[src/rtl/pll_cfg_pkg.sv]
package pll_cfg_pkg;

   // Configuration word layout
   localparam int SRC_LSB   = 0;
   localparam int SRC_W     = 2;
   localparam int RANGE_LSB = 2;
   localparam int RANGE_W   = 2;
   localparam int PRESC_LSB = 4;
   localparam int PRESC_W   = 3;
   localparam int OEN_LSB   = 7;
   localparam int OUT_CNT   = 3;
   localparam int LATCH_BIT = 10;
   localparam int DIV_BIT   = 11;
   localparam int STEP_BIT  = 12;
   localparam int RDY_BIT   = 13;
   localparam int CFG_BITS  = 14;

   localparam logic [RANGE_W-1:0] RANGE_HIGH_CODE = 2'd3;

   typedef enum logic [SRC_W-1:0] {
      SRC_NONE  = 2'd0,
      SRC_RSVD  = 2'd1,
      SRC_INT16 = 2'd2,
      SRC_EXT   = 2'd3
   } src_e;

   // Fields that only change while the loop is stopped
   typedef struct packed {
      logic [SRC_W-1:0]   src;
      logic [PRESC_W-1:0] presc;
      logic [OUT_CNT-1:0] oen;
   } guarded_t;

endpackage

[src/rtl/pll_cfg_guard.sv]
module pll_cfg_guard
   import pll_cfg_pkg::*;
(
   input  logic     clk,
   input  logic     rst_n,
   input  logic     wr_cfg,
   input  logic     pll_on,
   input  logic     pll_rdy,
   input  logic     lp_entry,
   input  guarded_t wd,
   output guarded_t q
);

   logic               wr_ok;
   logic [SRC_W-1:0]   src_q;
   logic [PRESC_W-1:0] presc_q;
   logic [OUT_CNT-1:0] oen_q;

   assign wr_ok = wr_cfg & ~pll_on & ~pll_rdy;

   // Low-power entry wins over a same-cycle write
   always_ff @(posedge clk or negedge rst_n) begin
      if (!rst_n)        src_q <= SRC_NONE;
      else if (lp_entry) src_q <= SRC_NONE;
      else if (wr_ok)    src_q <= wd.src;
   end

   always_ff @(posedge clk or negedge rst_n) begin
      if (!rst_n)     presc_q <= '0;
      else if (wr_ok) presc_q <= wd.presc;
   end

   for (genvar i = 0; i < OUT_CNT; i++) begin : g_oen
      always_ff @(posedge clk or negedge rst_n) begin
         if (!rst_n)     oen_q[i] <= 1'b0;
         else if (wr_ok) oen_q[i] <= wd.oen[i];
      end
   end

   always_comb begin
      q.src   = src_q;
      q.presc = presc_q;
      q.oen   = oen_q;
   end

endmodule

[src/rtl/pll_cfg_frac.sv]
module pll_cfg_frac #(
   parameter int FRAC_W = 13
) (
   input  logic              clk,
   input  logic              rst_n,
   input  logic              wr_frac,
   input  logic [FRAC_W-1:0] frac_wdata,
   input  logic              wr_cfg,
   input  logic              latch_wbit,
   output logic [FRAC_W-1:0] frac_q,
   output logic              latch_q,
   output logic [FRAC_W-1:0] shadow_q
);

   logic commit;

   // Edge is taken against the stored bit, not against bus traffic
   assign commit = wr_cfg & latch_wbit & ~latch_q;

   always_ff @(posedge clk or negedge rst_n) begin
      if (!rst_n)       frac_q <= '0;
      else if (wr_frac) frac_q <= frac_wdata;
   end

   always_ff @(posedge clk or negedge rst_n) begin
      if (!rst_n)      latch_q <= 1'b0;
      else if (wr_cfg) latch_q <= latch_wbit;
   end

   always_ff @(posedge clk or negedge rst_n) begin
      if (!rst_n)      shadow_q <= '0;
      else if (commit) shadow_q <= frac_q;
   end

endmodule

[src/rtl/pll_cfg_sysrdy.sv]
module pll_cfg_sysrdy #(
   parameter int SETTLE_CYC = 2
) (
   input  logic clk,
   input  logic rst_n,
   input  logic start,
   input  logic div_en_q,
   output logic rdy
);

   logic rdy_q;

   if (SETTLE_CYC == 1) begin : g_one
      logic arm_q;
      always_ff @(posedge clk or negedge rst_n) begin
         if (!rst_n) begin
            arm_q <= 1'b0;
            rdy_q <= 1'b0;
         end else if (start) begin
            arm_q <= 1'b1;
            rdy_q <= 1'b0;
         end else if (div_en_q) begin
            arm_q <= 1'b0;
            rdy_q <= 1'b0;
         end else if (arm_q) begin
            arm_q <= 1'b0;
            rdy_q <= 1'b1;
         end
      end
   end else begin : g_cnt
      localparam int CW = $clog2(SETTLE_CYC + 1);
      localparam logic [CW-1:0] LAST = CW'(SETTLE_CYC);
      logic [CW-1:0] cnt_q;
      logic          busy_q;
      always_ff @(posedge clk or negedge rst_n) begin
         if (!rst_n) begin
            cnt_q  <= '0;
            busy_q <= 1'b0;
            rdy_q  <= 1'b0;
         end else if (start) begin
            cnt_q  <= CW'(1);
            busy_q <= 1'b1;
            rdy_q  <= 1'b0;
         end else if (div_en_q) begin
            busy_q <= 1'b0;
            rdy_q  <= 1'b0;
         end else if (busy_q) begin
            if (cnt_q == LAST) begin
               busy_q <= 1'b0;
               rdy_q  <= 1'b1;
            end else begin
               cnt_q <= cnt_q + CW'(1);
            end
         end
      end
   end

   // Drop in the same cycle the divider is re-enabled
   assign rdy = rdy_q & ~div_en_q;

endmodule

[src/rtl/pll_cfg_reg.sv]
module pll_cfg_reg
   import pll_cfg_pkg::*;
#(
   parameter int DATA_W     = 32,
   parameter int ADDR_W     = 4,
   parameter int FRAC_W     = 13,
   parameter int SETTLE_CYC = 2,
   parameter int CFG_ADDR   = 0,
   parameter int FRAC_ADDR  = 1
) (
   input  logic                 clk,
   input  logic                 rst_n,
   input  logic                 bus_wr,
   input  logic [ADDR_W-1:0]    bus_addr,
   input  logic [DATA_W-1:0]    bus_wdata,
   output logic [DATA_W-1:0]    bus_rdata,
   input  logic                 pll_on,
   input  logic                 pll_rdy,
   input  logic                 lp_entry,
   output logic [1:0]           src_sel,
   output logic                 range_high,
   output logic [3:0]           prediv_ratio,
   output logic [2:0]           out_en,
   output logic [FRAC_W-1:0]    frac_mod,
   output logic                 sys_div_en,
   output logic                 sys_div_3step,
   output logic                 sys_undiv_rdy
);

   localparam int RATIO_W = PRESC_W + 1;
   localparam logic [ADDR_W-1:0] A_CFG  = ADDR_W'(CFG_ADDR);
   localparam logic [ADDR_W-1:0] A_FRAC = ADDR_W'(FRAC_ADDR);

   // Elaboration checks
   if (DATA_W < CFG_BITS) begin : g_chk_dw
      $error("DATA_W too narrow for the configuration word");
   end
   if (FRAC_W < 1 || FRAC_W > DATA_W) begin : g_chk_fw
      $error("FRAC_W must lie in 1..DATA_W");
   end
   if (SETTLE_CYC < 1) begin : g_chk_st
      $error("SETTLE_CYC must be at least 1");
   end
   if (CFG_ADDR == FRAC_ADDR) begin : g_chk_ad
      $error("CFG_ADDR and FRAC_ADDR must differ");
   end
   if (CFG_ADDR >= (1 << ADDR_W) || FRAC_ADDR >= (1 << ADDR_W)) begin : g_chk_ar
      $error("register address does not fit ADDR_W");
   end

   logic wr_cfg, wr_frac;
   assign wr_cfg  = bus_wr & (bus_addr == A_CFG);
   assign wr_frac = bus_wr & (bus_addr == A_FRAC);

   logic unused_wd;
   assign unused_wd = ^bus_wdata;

   // Guarded fields
   guarded_t g_wd, g_q;
   always_comb begin
      g_wd.src   = bus_wdata[SRC_LSB   +: SRC_W];
      g_wd.presc = bus_wdata[PRESC_LSB +: PRESC_W];
      g_wd.oen   = bus_wdata[OEN_LSB   +: OUT_CNT];
   end

   pll_cfg_guard u_guard (
      .clk      (clk),
      .rst_n    (rst_n),
      .wr_cfg   (wr_cfg),
      .pll_on   (pll_on),
      .pll_rdy  (pll_rdy),
      .lp_entry (lp_entry),
      .wd       (g_wd),
      .q        (g_q)
   );

   // Always-writable fields
   logic [RANGE_W-1:0] range_q;
   logic               div_q;
   logic               step_q;

   always_ff @(posedge clk or negedge rst_n) begin
      if (!rst_n) begin
         range_q <= '0;
         div_q   <= 1'b0;
         step_q  <= 1'b0;
      end else if (wr_cfg) begin
         range_q <= bus_wdata[RANGE_LSB +: RANGE_W];
         div_q   <= bus_wdata[DIV_BIT];
         step_q  <= bus_wdata[STEP_BIT];
      end
   end

   // Fractional value and modulator shadow
   logic [FRAC_W-1:0] frac_q;
   logic [FRAC_W-1:0] shadow_q;
   logic              latch_q;

   pll_cfg_frac #(.FRAC_W(FRAC_W)) u_frac (
      .clk        (clk),
      .rst_n      (rst_n),
      .wr_frac    (wr_frac),
      .frac_wdata (bus_wdata[FRAC_W-1:0]),
      .wr_cfg     (wr_cfg),
      .latch_wbit (bus_wdata[LATCH_BIT]),
      .frac_q     (frac_q),
      .latch_q    (latch_q),
      .shadow_q   (shadow_q)
   );

   // Undivided-path ready flag
   logic undiv_start;
   logic rdy_w;
   assign undiv_start = wr_cfg & div_q & ~bus_wdata[DIV_BIT];

   pll_cfg_sysrdy #(.SETTLE_CYC(SETTLE_CYC)) u_sysrdy (
      .clk      (clk),
      .rst_n    (rst_n),
      .start    (undiv_start),
      .div_en_q (div_q),
      .rdy      (rdy_w)
   );

   // Outputs
   assign src_sel       = g_q.src;
   assign range_high    = (range_q == RANGE_HIGH_CODE);
   assign prediv_ratio  = RATIO_W'(g_q.presc) + RATIO_W'(1);
   assign out_en        = g_q.oen;
   assign frac_mod      = shadow_q;
   assign sys_div_en    = div_q;
   assign sys_div_3step = step_q;
   assign sys_undiv_rdy = rdy_w;

   // Readback
   always_comb begin
      bus_rdata = '0;
      if (bus_addr == A_CFG) begin
         bus_rdata[SRC_LSB   +: SRC_W]   = g_q.src;
         bus_rdata[RANGE_LSB +: RANGE_W] = range_q;
         bus_rdata[PRESC_LSB +: PRESC_W] = g_q.presc;
         bus_rdata[OEN_LSB   +: OUT_CNT] = g_q.oen;
         bus_rdata[LATCH_BIT]            = latch_q;
         bus_rdata[DIV_BIT]              = div_q;
         bus_rdata[STEP_BIT]             = step_q;
         bus_rdata[RDY_BIT]              = rdy_w;
      end else if (bus_addr == A_FRAC) begin
         bus_rdata[FRAC_W-1:0] = frac_q;
      end
   end

endmodule

[config.mk]
export PLATFORM = sky130hd
export DESIGN_NAME = pll_cfg_reg
export DESIGN_NICKNAME = d
export VERILOG_FILES = /design/src/rtl/pll_cfg_pkg.sv /design/src/rtl/pll_cfg_guard.sv /design/src/rtl/pll_cfg_frac.sv /design/src/rtl/pll_cfg_sysrdy.sv /design/src/rtl/pll_cfg_reg.sv
export SDC_FILE = /design/constraint.sdc
export NUM_CORES = 1
export LEC_CHECK = 0
export CORE_MARGIN = 5
export CORE_UTILIZATION = 44
export CTS_CLUSTER_DIAMETER = 80
export DETAILED_ROUTE_END_ITERATION = 8
export HOLD_SLACK_MARGIN = 0.15
export PLACE_DENSITY = 0.85
export SYNTH_ARGS = -nofsm -noshare
export SYNTH_HDL_FRONTEND = slang
export SYNTH_SLANG_ARGS = --single-unit
[constraint.sdc]
create_clock -name clk -period 5.25 [get_ports clk]
set_input_delay 1.575 -clock clk [delete_from_list [all_inputs] [get_ports clk]]
set_output_delay 1.575 -clock clk [all_outputs]
set_load 0.02 [all_outputs]
Word level (Yosys, flattened, before mapping):

Cells that the tools add are included.

* bits in writable memories: 0
* word-level logic and storage cells: 59
* latch bits: 0
* flip-flop bits (word level): 43
* bits of input ports: 42
* memories: 0
* ROM bits: 0
* output and inout port bits: 58

* bitwise gates (word level): 14
* add/subtract/negate cells: 2
* multiplexer cells: 17
* magnitude comparators: 0
* equal/unequal tests: 5
* divide/modulo/power cells: 0
* $mul: 0
* reductions and logical operators: 7
* shift-type cells: 0

Operator list (count)
* $mux 13: 2
* $mux 2: 6
* $and 1x1->1: 9
* $mux 1: 9
* $reduce_bool 3->1: 2
* $not 1->1: 5
* $add 3x1->4 const B: 1
* $eq 2x2->1 const B: 2
* $eq 4x1->1 const B: 1
* $logic_not 4->1: 1
* $ne 2x1->1 const B: 2
* $reduce_bool 2->1: 2
* $reduce_and 3->1: 1
* $add 2x1->2 const B: 1
* $reduce_and 2->1: 1

Depth between registers and ports, before layout:

Gate-level depths: netlist of run 1.

* word-level depth: 6
* depth in mapped cells: 5
* depth with buffers taken out: 5

Cells and area by module:

A second synthesis of run 1 with hierarchy kept.

* cells, all modules: 149
* area total of the unflattened synthesis: 2120.8 sq um

By module, submodules not included
* pll_cfg_frac: cells an instance 57, area each 1056.0 sq um, times used 1
* pll_cfg_reg: cells an instance 54, area each 534.3 sq um, times used 1
* pll_cfg_guard: cells an instance 21, area each 331.6 sq um, times used 1
* pll_cfg_sysrdy: cells an instance 17, area each 198.9 sq um, times used 1

Worst setup path after synthesis of run 1:

OpenSTA, ideal clock, no wires.

* path kind: input to output
* from: input bus_addr[1]
* to: output bus_rdata[10]
* cell stages on the path: 3
* slack: 1105 ps
* buffers on the path: 1
* arrival time: 2570 ps
* cell sequence: nor4b_1 buf_2 a22o_1

* cells in the longest elaborated chain, start to end: 3
* elaborated cells on any way between the ends: 4

RTL lines
* start, declared: line pll_cfg_reg.sv:14 `input logic [ADDR_W-1:0] bus_addr,`
* $eq 4x1->1: line pll_cfg_reg.sv:146 `end else if (bus_addr == A_FRAC) begin`
* $mux 13: line pll_cfg_reg.sv:146
* $mux 13 (*): line pll_cfg_reg.sv:137 `if (bus_addr == A_CFG) begin`
* end, declared: line pll_cfg_reg.sv:16 `output logic [DATA_W-1:0] bus_rdata,`

Mark *: on every way between the ends. The rest lies on a longest branch, timed or not.

Worst setup path after layout of run 1:

* from: input bus_addr[0]
* to: output bus_rdata[10]

Same word-level chain as after synthesis.

==> results of run 1 <==
-- sequential cells by signal (all words and copies together), names as in the netlist --
register,flops
u_frac.frac_q,13
u_frac.shadow_q,13
u_guard.presc_q,3
u_guard.q,3
range_q,2
u_guard.src_q,2
u_sysrdy.g_cnt.cnt_q,2
sys_div_3step,1
sys_div_en,1
u_frac.latch_q,1
u_sysrdy.g_cnt.busy_q,1
u_sysrdy.rdy_q,1
-- cell type report --
| cell class | count | area (um^2) |
|---|---|---|
| fillers | 427 | 1920 |
| flip-flops and latches | 43 | 1080 |
| multi-input cells | 105 | 885 |
| repair buffers | 67 | 653 |
| clock buffers | 6 | 82.6 |
| well taps | 54 | 67.6 |
| inverters | 2 | 7.51 |
| clock inverters | 1 | 5.00 |
-- critical path, delay by kind of cell --
| family | cells | cell delay (ns) |
|---|---|---|
| buf+inv | 3 | 1.47 |
| compound gates | 1 | 0.16 |
| simple gates | 1 | 0.30 |
-- placed cells by master, fill, tap and decap left out, types with 2 or more instances in the layout --
master | netlist | final
clkdlybuf4s50_1 | 0 | 61
dfrtp_1 | 43 | 43
conb_1 | 1 | 18
mux2_1 | 16 | 16
mux2_2 | 15 | 15
a22o_1 | 13 | 13
clkbuf_8 | 0 | 6
mux2_4 | 5 | 5
buf_4 | 24 | 5
a21oi_1 | 4 | 4
nand3_1 | 3 | 3
o21ai_1 | 3 | 3
inv_1 | 2 | 2
and2_1 | 2 | 2
nor3b_1 | 2 | 2
nand2_1 | 2 | 2
ha_1 | 2 | 2
-- how the worst min path moves through the flow --
stage / start / to / cells after the start
finish: u_frac.shadow_q[7]$_DFFE_PN0P_ / u_frac.shadow_q[7]$_DFFE_PN0P_ / 1
floorplan: u_sysrdy.rdy_q$_DFFE_PN0P_ / u_sysrdy.rdy_q$_DFFE_PN0P_ / 2
global placement: u_frac.shadow_q[9]$_DFFE_PN0P_ / u_frac.shadow_q[9]$_DFFE_PN0P_ / 1
detailed placement: u_frac.shadow_q[12]$_DFFE_PN0P_ / u_frac.shadow_q[12]$_DFFE_PN0P_ / 1
CTS: u_frac.shadow_q[4]$_DFFE_PN0P_ / u_frac.shadow_q[4]$_DFFE_PN0P_ / 1
global route: u_frac.shadow_q[4]$_DFFE_PN0P_ / u_frac.shadow_q[4]$_DFFE_PN0P_ / 1
-- logic make-up (layout without fill, tap and decap cells) --
logic type | after synthesis | after routing | synth area share
AOI/OAI and AO/OA | 24 | 24 | 0.0845
xor gates and xnor gates | 1 | 1 | 0.00417
adders and majority gates | 2 | 2 | 0.0119
buffers and inverters | 31 | 76 | 0.101
DFF | 43 | 43 | 0.512
muxes | 36 | 36 | 0.202
other | 1 | 18 | 0.00178
and+or+nand+nor | 24 | 24 | 0.0833
-- per-layer routing --
metal	track usage	share of wire	vias to the layer above
li1	-	-	668
met1	0.205	0.43	717
met2	0.263	0.51	45
met3	0.0454	0.057	4
met4	0.0412	0.0075	0
met5	0	0	-
-- stage by stage --
step	area, um^2	setup slack [ns]	utilization	hold slack, ns	std cells
after floorplan	2170	1.10	-	0.455	179
after global placement	2690	0.176	0.573	0.471	271
after detailed placement	2690	0.158	0.573	0.474	271
after CTS	2780	0.152	0.592	0.493	278
after global routing	2780	0.0485	0.592	0.501	278
final	2780	0.168	0.592	0.489	278
-- power breakdown --
group / switching, mW / internal [mW]
clock: 0.107 / 0.103
sequential: 0.0453 / 0.395
combinational: 0.118 / 0.135
==> flow_metrics.py, run 1 <==
metrics = {
    "cts": {
        "cts-htree-levels": 2,
        "cts_setup_buffers": 0,
        "clock-sinks": 43,
        "ctsRootBufferMaster": "clkbuf_8",
        "cts.path.max_buffers": 2,
        "clock_tree_from_tritoncts": "yes",
        "hold_buffers": 0,
        "cts_repair_resize_count": 0,
        "cts.reportedPaths.clkPinSlew_ns": 0.08,
        "cts_buffers": 5,
        "clock_insertion_delay_worst_skew_ns": 0.29,
    },
    "worst_hold_path": {
        "hp-class": "reg -> reg",
    },
    "drt": {
        "via_per_inst": 5.16,
        "first_iter_violations": 59,
        "drt_drc_violations_left": 0,
        "post_drt_wl_per_cell_um": 16.4,
        "totalWireLength_mm": 4.55,
        "drt-pass1-iter-count": 4,
        "route.antenna.remaining_nets": 0,
        "detailroute.via_count": 1434,
    },
    "logic_synthesis": {
        "synthArstFlopShare": 1.00,
        "synthDominantCellAreaShare": 0.512,
        "synth.most_common_cell": "dfrtp_1",
        "ys_seq_elements": 43,
        "synth_top_cells_by_count": "dfrtp_1 (43), buf_4 (24), mux2_1 (16)",
        "dominantRegCellSynth": "dfrtp_1",
        "yosysSeqAreaShare": 0.512,
        "library_cell_with_the_largest_summed_area_after_synthesis": "dfrtp_1",
        "synth_area_leaders": "dfrtp_1 (51%), buf_4 (8.6%), mux2_1 (8.6%)",
        "netlist_area_um2": 2100,
        "synth_area_per_inst_um2": 13.0,
        "yosys_warns": 0,
        "netlist-cell-type-count": 37,
        "number_of_enable_flip_flop_cells_after_synthesis": 0,
        "synthesis.instances": 162,
    },
    "global_routing": {
        "globalRoute.totalOverflow": 0,
        "global_route.usage.total": 0.159,
        "largest_net_degree_at_the_start_of_global_routing": 44,
        "grt_pass1_vias": 1506,
        "grt_first_pass_wirelength_mm": 7.65,
        "grt_antenna_before_repair": 0,
    },
    "critical_path": {
        "setup.worst_path.end": "bus_rdata[10]",
        "path_cells": "clkdlybuf4s50_1 -> nor4b_2 -> buf_4 -> a22o_1 -> clkdlybuf4s50_1",
        "reg2regPathDepth": 2,
        "cp_startpoint_kind": "input pin",
        "worst_r2r_startpoint": "u_frac.latch_q$_DFFE_PN0N_",
        "crit_fanout": 8,
        "critPathCaptureType": "output pin",
        "max_stage_delay_ns": 0.62,
        "worst_path_max_delay_cell": "clkdlybuf4s50_1",
        "critPathArrivalTime_ns": 3.51,
        "crit_required_ns": 3.68,
        "cp_common_cell": "clkdlybuf4s50_1",
        "path_class": "in -> out",
        "setup.reg_to_reg.worst_slack_ns": 3.63,
        "timing.rr.end": "u_frac.shadow_q[2]$_DFFE_PN0P_",
        "setup.worst_path.start": "bus_addr[0]",
    },
    "die": {
        "io_pins": 100,
        "initial_core_utilization": 0.448,
        "die_height_um": 79.1,
        "die-area_um2": 6260,
        "placementRows": 25,
        "placeableCoreArea_um2": 4690,
        "die-width_um": 79.1,
    },
    "power": {
        "finalPower_mw": 0.904,
        "p_per_area_nw_per_um2": 326,
        "leakage_nw": 1.26,
        "vdd.ir_drop.worst_uv": 176,
    },
    "sta": {
        "grt_setup_unrepaired": "no",
        "time_the_final_worst_path_needs_with_i_o_delays_and_setup_ns": 5.08,
        "fin_worst_skew_ns": 0.00643,
        "maxClockFrequency_mhz": 197,
        "slew_headroom": 0.358,
        "hold_viol_final": 0,
        "final.setup.tns_ns": 0,
        "worst_slew_pin_slew_ns": 0.963,
        "finalSetupViolCount": 0,
        "count_of_pins_over_their_slew_limit": 0,
        "final.period_utilization": 0.968,
    },
    "outcome": {
        "result_of_the_run": "complete, no violations",
    },
    "cells_and_area": {
        "design.final.nets": 268,
        "diodes": 0,
        "synthToLayoutAreaGrowth_pct": 32.1,
        "drive_above_1_share": 0.174,
    },
    "placed_design": {
        "io_buffers": 62,
        "dp_hpwl_mm": 3.41,
        "finalWeightedCongestion": 0.711,
    },
    "flow_run": {
        "max-cap-violations": 0,
    },
}
Note: power is estimated with default switching activity, not from simulation.
==> run 2, diff against run 1 <==
SYNTH_HIERARCHICAL = 1   (was unset)
==> run 2 against run 1 <==
Final cell count down 2.9%; core utilization up 0.85 points; routed wire length down 7.7%; clock skew up 0.0023 ns; sequential share of layout area down 0.55 points; largest cell class unchanged; largest power group unchanged; highest routed layer unchanged.
==> flow_metrics.py, run 2 <==
metrics = {
    "drt": {
        "first_iter_violations": 28,
        "drt_drc_violations_left": 0,
        "route.antenna.remaining_nets": 0,
        "via_per_inst": 4.98,
        "drt-pass1-iter-count": 4,
        "detailroute.via_count": 1345,
        "totalWireLength_mm": 4.20,
        "post_drt_wl_per_cell_um": 15.6,
    },
    "power": {
        "vdd.ir_drop.worst_uv": 160,
        "p_per_area_nw_per_um2": 322,
        "leakage_nw": 1.32,
    },
    "cts": {
        "cts-htree-levels": 2,
        "cts_repair_resize_count": 0,
        "cts.reportedPaths.clkPinSlew_ns": 0.07,
        "hold_buffers": 0,
        "cts_buffers": 5,
        "clock_tree_from_tritoncts": "yes",
        "clock_insertion_delay_worst_skew_ns": 0.29,
        "ctsRootBufferMaster": "clkbuf_8",
        "cts.path.max_buffers": 2,
        "clock-sinks": 43,
        "cts_setup_buffers": 0,
    },
    "die": {
        "die-area_um2": 6310,
        "initial_core_utilization": 0.452,
        "placeableCoreArea_um2": 4690,
        "io_pins": 100,
        "die-width_um": 79.4,
        "die_height_um": 79.4,
        "placementRows": 25,
    },
    "logic_synthesis": {
        "synth.most_common_cell": "dfrtp_1",
        "synth_top_family_by_area": "multiplexers",
        "synthDominantCellAreaShare": 0.507,
        "yosys.area_share.simple": 0.0956,
        "synthesis.instances": 149,
        "synth_top_cells_by_count": "dfrtp_1 (43), mux2_2 (23), buf_4 (19)",
        "number_of_enable_flip_flop_cells_after_synthesis": 0,
        "synthArstFlopShare": 1.00,
        "yosysSeqAreaShare": 0.507,
        "ys_seq_elements": 43,
        "yosys-mux-area-fraction": 0.241,
        "synth_area_per_inst_um2": 14.2,
        "dominantRegCellSynth": "dfrtp_1",
        "synthXorXnorAreaFrac": 0.00413,
        "synth_compound_gate_area_share": 0.0560,
        "yosys.area_share.adder": 0.0118,
        "netlist-cell-type-count": 28,
        "yosys_warns": 6,
        "library_cell_with_the_largest_summed_area_after_synthesis": "dfrtp_1",
        "synth_area_leaders": "dfrtp_1 (51%), mux2_2 (12%), mux2_4 (9.9%)",
        "netlist_area_um2": 2120,
    },
    "sta": {
        "fin_worst_skew_ns": 0.00868,
        "final.period_utilization": 0.944,
        "slew_headroom": 0.368,
        "finalSetupViolCount": 0,
        "time_the_final_worst_path_needs_with_i_o_delays_and_setup_ns": 4.95,
        "grt_setup_unrepaired": "no",
        "hold_viol_final": 0,
        "worst_slew_pin_slew_ns": 0.948,
        "maxClockFrequency_mhz": 202,
        "postLayoutSetupSlackWorst_ns": 0.295,
        "final.setup.tns_ns": 0,
        "count_of_pins_over_their_slew_limit": 0,
    },
    "critical_path": {
        "timing.rr.end": "u_sysrdy/g_cnt.cnt_q[1]$_DFFE_PN0P_",
        "setup.reg_to_reg.worst_slack_ns": 3.87,
        "setup.worst_path.end": "bus_rdata[10]",
        "setup.worst_path.start": "bus_addr[3]",
        "reg2regPathDepth": 4,
        "max_stage_delay_ns": 0.62,
        "critPathArrivalTime_ns": 3.38,
        "crit_fanout": 16,
        "path_class": "in -> out",
        "worst_path_max_delay_cell": "clkdlybuf4s50_1",
        "cp_common_cell": "clkdlybuf4s50_1",
        "crit_required_ns": 3.68,
        "worst_r2r_startpoint": "u_sysrdy/g_cnt.cnt_q[0]$_DFFE_PN0P_",
        "critPathCaptureType": "output pin",
        "cp_startpoint_kind": "input pin",
        "path_cells": "clkdlybuf4s50_1 -> nor4_4 -> buf_12 -> a22o_1 -> clkdlybuf4s50_1",
    },
    "placed_design": {
        "dp_hpwl_mm": 3.08,
        "io_buffers": 62,
        "dpl_worst_slack_ns": 0.272,
        "finalWeightedCongestion": 0.706,
    },
    "cells_and_area": {
        "diodes": 0,
        "synthToLayoutAreaGrowth_pct": 32.8,
        "drive_above_1_share": 0.255,
        "biggestRegsByFlops": "u_frac/frac_q x13, u_frac/shadow_q x13",
        "final_cell_mix": "clkdlybuf4s50_1 (61), dfrtp_1 (43), mux2_2 (23)",
        "fillCellCount": 388,
        "leading_cell_type_in_the_layout_fill_and_taps_excluded": "clkdlybuf4s50_1",
        "design.final.nets": 259,
    },
    "global_routing": {
        "grt_antenna_before_repair": 0,
        "grt_first_pass_wirelength_mm": 7.02,
        "largest_net_degree_at_the_start_of_global_routing": 44,
        "globalRoute.totalOverflow": 0,
        "global_route.usage.total": 0.143,
        "grt_pass1_vias": 1379,
    },
    "flow_run": {
        "max-cap-violations": 0,
    },
    "worst_hold_path": {
        "hp-class": "reg -> reg",
    },
    "outcome": {
        "result_of_the_run": "complete, no violations",
    },
}
run 2: cell types whose count changed in the layout (fill, tap and decap cells not counted), moves of 4 or more:
cell	delta
mux2_1	-15
mux2_4	+9
mux2_2	+8
buf_4	-4
run 2: report_power, final:
group | switching, mW | leakage, nW | internal [mW]
Clock | 0.109 | 0.0412 | 0.0930
Sequential | 0.0481 | 0.556 | 0.395
Combinational | 0.113 | 0.724 | 0.147
Total | 0.270 | 1.32 | 0.635
run 2: worst max-delay path, delay by kind of cell:
family	cells	cell delay, ns
buf+inv	3	1.29
simple gates	1	0.36
compound gates	1	0.16
run 2: kinds of logic (layout without fill, tap and decap cells):
family,count (synthesis),in the layout
other,1,18
and+or+nand+nor,22,22
buffers and inverters,25,75
DFF,43,43
adders and majority gates,2,2
xor gates and xnor gates,1,1
AOI/OAI and AO/OA,14,14
muxes,41,41
run 2: worst min path at each step:
stage,start,endpoint,slack (ns),cells after the start
3_3_place_gp,u_frac/shadow_q[12]$_DFFE_PN0P_,u_frac/shadow_q[12]$_DFFE_PN0P_,0.49,1
4_1_cts,u_frac/shadow_q[12]$_DFFE_PN0P_,u_frac/shadow_q[12]$_DFFE_PN0P_,0.51,1
2_1_floorplan,range_q[1]$_DFFE_PN0P_,range_q[1]$_DFFE_PN0P_,0.50,1
5_1_grt,u_frac/shadow_q[3]$_DFFE_PN0P_,u_frac/shadow_q[3]$_DFFE_PN0P_,0.54,1
3_5_place_dp,u_frac/shadow_q[12]$_DFFE_PN0P_,u_frac/shadow_q[12]$_DFFE_PN0P_,0.50,1
6_report,u_frac/shadow_q[12]$_DFFE_PN0P_,u_frac/shadow_q[12]$_DFFE_PN0P_,0.51,1
run 2: final cells by class:
type	count	area, um^2	area share
multi-input combinational	98	933	0.331
timing repair buffer	64	643	0.228
tap	54	67.6	0.0240
sequential	43	1080	0.382
inverter	3	11.3	0.00400
clock inverter	2	12.5	0.00444
clock buffer	6	72.6	0.0258
run 2: per-layer routing:
| layer | part of all wire | wire, um | track usage |
|---|---|---|---|
| met1 | 0.43 | 1800 | 0.181 |
| met2 | 0.50 | 2090 | 0.241 |
| met3 | 0.065 | 274 | 0.0406 |
| met4 | 0.0083 | 35 | 0.0361 |
| met5 | 0 | 0 | 0 |
run 2: stage by stage:
step	area [um^2]	power, mW	cells	util	hold slack [ns]
after global placement	2730	0.705	262	0.582	0.488
after CTS	2820	0.915	270	0.600	0.515
after global routing	2820	0.957	270	0.600	0.536
after detailed placement	2730	0.714	262	0.582	0.497
after floorplan	2180	0.602	166	-	0.496
final	2820	0.906	270	0.600	0.510
